## config.mk

```make
export PLATFORM = sky130hd
export DESIGN_NAME = keyed_watchdog
export DESIGN_NICKNAME = d
export VERILOG_FILES = /design/src/rtl/keyed_watchdog.sv
export SDC_FILE = /design/constraint.sdc
export NUM_CORES = 1
export LEC_CHECK = 0
export BUFFER_PORTS_ARGS = -buffer_cell sky130_fd_sc_hd__buf_2
export CAP_MARGIN = 20
export CORE_MARGIN = 1.5
export CORE_UTILIZATION = 45
export DETAILED_ROUTE_END_ITERATION = 16
export GPL_TIMING_DRIVEN = 1
export PLACE_DENSITY_LB_ADDON = 0.08
export RECOVER_POWER = 50
export SETUP_SLACK_MARGIN = 0.2
export SYNTH_ARGS = -nofsm -noshare
export SYNTH_HDL_FRONTEND = slang
export SYNTH_SLANG_ARGS = --single-unit
```

## constraint.sdc

```tcl
create_clock -name clk -period 2.5 [get_ports clk]
set_input_delay 0 -clock clk [delete_from_list [all_inputs] [get_ports clk]]
set_output_delay 0 -clock clk [all_outputs]
set_load 0.005 [all_outputs]
```

## src/rtl/keyed_watchdog.sv

```systemverilog
module keyed_watchdog #(
  parameter int          CW         = 32,
  parameter int          AW         = 3,
  parameter logic [31:0] KEY_FIRST  = 32'h0000_BABA,
  parameter logic [31:0] KEY_SECOND = 32'h0000_EB10
) (
  input  logic          clk,
  input  logic          rst_n,
  input  logic          tick_en,
  input  logic          bus_wr,
  input  logic [AW-1:0] bus_addr,
  input  logic [CW-1:0] bus_wdata,
  output logic [CW-1:0] bus_rdata,
  output logic          wd_event,
  output logic          wd_reset
);
  localparam logic [AW-1:0] A_STAT = AW'(0);
  localparam logic [AW-1:0] A_MTCH = AW'(1);
  localparam logic [AW-1:0] A_ARM  = AW'(2);
  localparam logic [AW-1:0] A_CNT  = AW'(3);
  localparam logic [AW-1:0] A_KEY1 = AW'(4);
  localparam logic [AW-1:0] A_KEY2 = AW'(5);
  localparam logic [CW-1:0] K1 = CW'(KEY_FIRST);
  localparam logic [CW-1:0] K2 = CW'(KEY_SECOND);

  typedef enum logic [1:0] {S_LOCK, S_HALF, S_OPEN} lock_t;

  lock_t         lock_q, lock_d;
  logic [CW-1:0] cnt_q, match_q;
  logic [1:0]    arm_q;
  logic          stat_q;
  logic          unlocked, grant, wr_stat, wr_mtch, wr_arm, clr_ev, fire;

  assign unlocked = (lock_q == S_OPEN);
  assign grant    = bus_wr && unlocked;
  assign wr_stat  = grant && (bus_addr == A_STAT);
  assign wr_mtch  = grant && (bus_addr == A_MTCH);
  assign wr_arm   = grant && (bus_addr == A_ARM);
  assign clr_ev   = wr_stat && !bus_wdata[0];
  assign fire     = arm_q[0] && tick_en && !stat_q && (cnt_q == match_q);

  always_comb begin
    lock_d = lock_q;
    if (bus_wr) begin
      if (bus_addr == A_KEY1 && bus_wdata == K1)
        lock_d = S_HALF;
      else if (bus_addr == A_KEY2 && bus_wdata == K2 && lock_q == S_HALF)
        lock_d = S_OPEN;
      else
        lock_d = S_LOCK;
    end
  end

  always_ff @(posedge clk or negedge rst_n) begin
    if (!rst_n) begin
      lock_q   <= S_LOCK;
      cnt_q    <= '0;
      match_q  <= '1;
      arm_q    <= '0;
      stat_q   <= 1'b0;
      wd_reset <= 1'b0;
    end else begin
      lock_q   <= lock_d;
      wd_reset <= fire && arm_q[1];
      if (wr_mtch) match_q <= bus_wdata;
      if (wr_arm)  arm_q   <= bus_wdata[1:0];
      if (clr_ev)    stat_q <= 1'b0;
      else if (fire) stat_q <= 1'b1;
      if (wr_arm || clr_ev)
        cnt_q <= '0;
      else if (arm_q[0] && tick_en && !stat_q && !fire)
        cnt_q <= cnt_q + 1'b1;
    end
  end

  always_comb begin
    case (bus_addr)
      A_STAT:  bus_rdata = CW'(stat_q);
      A_MTCH:  bus_rdata = match_q;
      A_ARM:   bus_rdata = CW'(arm_q);
      A_CNT:   bus_rdata = cnt_q;
      default: bus_rdata = '0;
    endcase
  end

  assign wd_event = stat_q;
endmodule

```

==> flow_summary.ini <==
[critical_path]
reg2reg_from = cnt_q[5]
reg2reg_setup_slack_ns = 0.32
path_class = in -> reg
worst_ep_required_time_ns = 2.80
crit_slowest_cell = dlygate4sd3_1
r2r_cells = 6
cp.arrival_ns = 2.49
worst-path-max-fanout = 2
crit_buf_inv = 3
reg2reg_to = cnt_q[30]
cpLargestDelayFamily = buffers and inverters
cp_slowest_stage_delay_ns = 0.58
path_cells = dlygate4sd3_1, buf_2, or4_1, nor3_1, nand4_1, o32ai_1, dlygate4sd3_1
startpoint_type = input port
end_kind = flip-flop
critPathMostFrequentCell = dlygate4sd3_1

[synth]
synth_nets = 441
yosysSeqAreaShare = 0.429
synth_edf_count = 0
syn_inst = 401
ys_types = 55
syn_area_um2 = 4180
synth_ff_type = dfrtp_1
synthArstFlopShare = 1.00
synth_seq_cells = 70
ys_warn_count = 0
syn_avg_cell_area_um2 = 10.4

[grt]
grtUsageTotal = 0.254
antenna_found_initial = 0
grt_first_pass_wirelength_um = 19300
grt_pass1_vias = 3633
grt_max_degree = 42
overflow = 0

[power_and_ir_drop]
power_frac_comb = 0.063
leakage_uw = 0.00249
seqPwrFrac = 0.526
vdd_drop_max_mv = 0.253
p_int_uw = 1650
swShare = 0.236
switchingPower_uw = 509
pwr-share-clk = 0.411
power.density_nw_per_um2 = 407
finalPower_uw = 2160

[cts]
clock_sinks = 70
numCtsBuffers = 9
path_clk_slew_ns = 0.08
cts_tree = yes
cts_root_buffer = clkbuf_8
htree_levels = 3
insertion_delay_ns = 0.36
clock_path_buffers = 2

[final_layout]
nFillCells = 763
finalInstanceArea_um2 = 5300
nNetsFinal = 559
insertedDiodeCount = 0
final_cell_mix = 66 x buf_2, 37 x dlygate4sd3_1, 36 x dfrtp_1
area_growth_pct = 27.0
layout_commonest_cell = buf_2
drive_gt1_frac = 0.366

[floorplan]
core_region_area_um2 = 8850
die_h_um = 99.3
die_area_um2 = 9870
die_w_um = 99.3
initial_utilization = 0.472
row_count = 34
pin_count = 73

[sta]
fmax_mhz = 456
fin_setup_tns_ns = 0
max-slew-margin-rel = -0.00120
hold-worst-slack_ns = 0.0861
setup_viol = 0
rsz0062_at_grt = true
finalCriticalPeriod_ns = 2.19
slew_violations = 30
hold_violations = 0
worstMarginPinSlew_ns = 1.50
period_share = 0.876
finalClockSkew_ns = 0.0143

[place]
gp_congestion = 0.904
hpwlAfterDp_um = 8500
port_buffers = 72
place_area_um2 = 4720

[min_path]
min_to = wd_event
min_path_cells = 4
hold_class = in -> reg
holdCritStartpoint = tick_en

[routing]
wl_per_cell_um = 18.9
drc = 0
firstDrtPassIters = 5
routed_via_density = 5.99
drtIter0Drc = 163
totalWireLength_um = 11900
final_antenna_net_count = 0
vias = 3785

[run_status]
status = finished with violations
violations = max-capacitance violations, max-slew violations

[flow_run]
maxCapViolCount = 1
==> worst max path at each step <==
stage,cells past startpoint,slack (ns),start,endpoint
final,7,0.31,bus_wdata[17],lock_q[0]
after global routing,6,0.20,cnt_q[9],cnt_q[31]
after CTS,6,0.23,cnt_q[5],cnt_q[30]
after detailed placement,6,0.15,cnt_q[5],cnt_q[30]
after global placement,6,0.22,cnt_q[5],cnt_q[30]
after floorplan,8,0.29,cnt_q[2],cnt_q[30]
==> registers in the layout, indices dropped and copies added (netlist names) <==
signal / count
wd_reset: 1
arm_q: 2
wd_event: 1
lock_q: 2
match_q: 32
cnt_q: 32
==> cells in the mapped netlist, drive strengths merged (2+ instances only) <==
cell type   n  area (um2)
a21oi      23         115
a22o       30         264
and2        3        18.8
and3        2        12.5
and3b       2        17.5
and4        3        28.8
buf        14        97.6
clkbuf     16        60.1
dfrtp      38         951
dfstp      32         841
inv         5        18.8
mux2       35         394
nand2      23        88.8
nand3      17        85.1
nand4      12        90.1
nor2       10        37.5
nor3        5        25.0
nor4       13        81.3
o211ai      6        45.0
o21a        3        22.5
o21ai      10        50.0
o31a        2        17.5
o31ai      15         113
or3         8        51.3
or4        23         181
or4b        2        20.0
xor2       33         289
==> through the flow <==
stage,utilization,instances,setup WS (ns)
global route,0.599,632,0.197
detailed placement,0.534,575,0.146
global placement,0.534,575,0.217
floorplan,-,401,0.290
CTS,0.597,628,0.234
finish,0.599,632,0.309
==> worst min-delay path: stages <==
cell       delay [ns]
buf_2            0.10
nand3b_1         0.11
nor3_1           0.07
a2bb2oi_1        0.12
==> repair_timing <==
action / CTS / global route
setup endpoints to repair: 2 / 20
resized for setup: 2 / 3
pin swaps: 0 / 3
hold endpoints to repair: 74 / 0
setup buffers: 0 / 3
hold buffers: 37 / 0
==> power by group through the flow <==
stage	logic (uW)	clock network [uW]	registers [uW]
floorplan	20.8	0	1150
global placement	94.2	0	1150
detailed placement	94.6	0	1150
CTS	136	908	1130
global route	148	954	1130
finish	135	887	1130
==> final cells by class <==
cell class / instances / area, um2 / share of cell area
flip-flops and latches: 70 / 1790 / 0.338
inverters: 5 / 18.8 / 0.00354
well taps: 108 / 135 / 0.0255
clock inverters: 3 / 17.5 / 0.00330
clock buffers: 13 / 170 / 0.0321
multi-input cells: 294 / 2200 / 0.414
repair buffers: 139 / 970 / 0.183
==> logic make-up (layout without fill, tap and decap cells) <==
logic type / count (synthesis) / in the layout / synth area share
AND/OR/NAND/NOR: 132 / 132 / 0.194
flip-flops: 70 / 70 / 0.429
XOR/XNOR: 33 / 33 / 0.0692
AO/OA/AOI/OAI: 92 / 92 / 0.156
adder cells (fa/ha/maj): 1 / 1 / 0.00300
buffers and inverters: 37 / 160 / 0.0488
multiplexers: 36 / 36 / 0.0998
==> per-layer routing <==
layer | track usage | vias up | share of wire | wire length, um
li1 | - | 1781 | - | -
met5 | 0 | - | 0 | 0
met2 | 0.391 | 118 | 0.47 | 5570
met4 | 0.0748 | 0 | 0.014 | 166
met1 | 0.371 | 1871 | 0.47 | 5620
met3 | 0.0379 | 15 | 0.047 | 558
(Power assumes the default switching activity.)
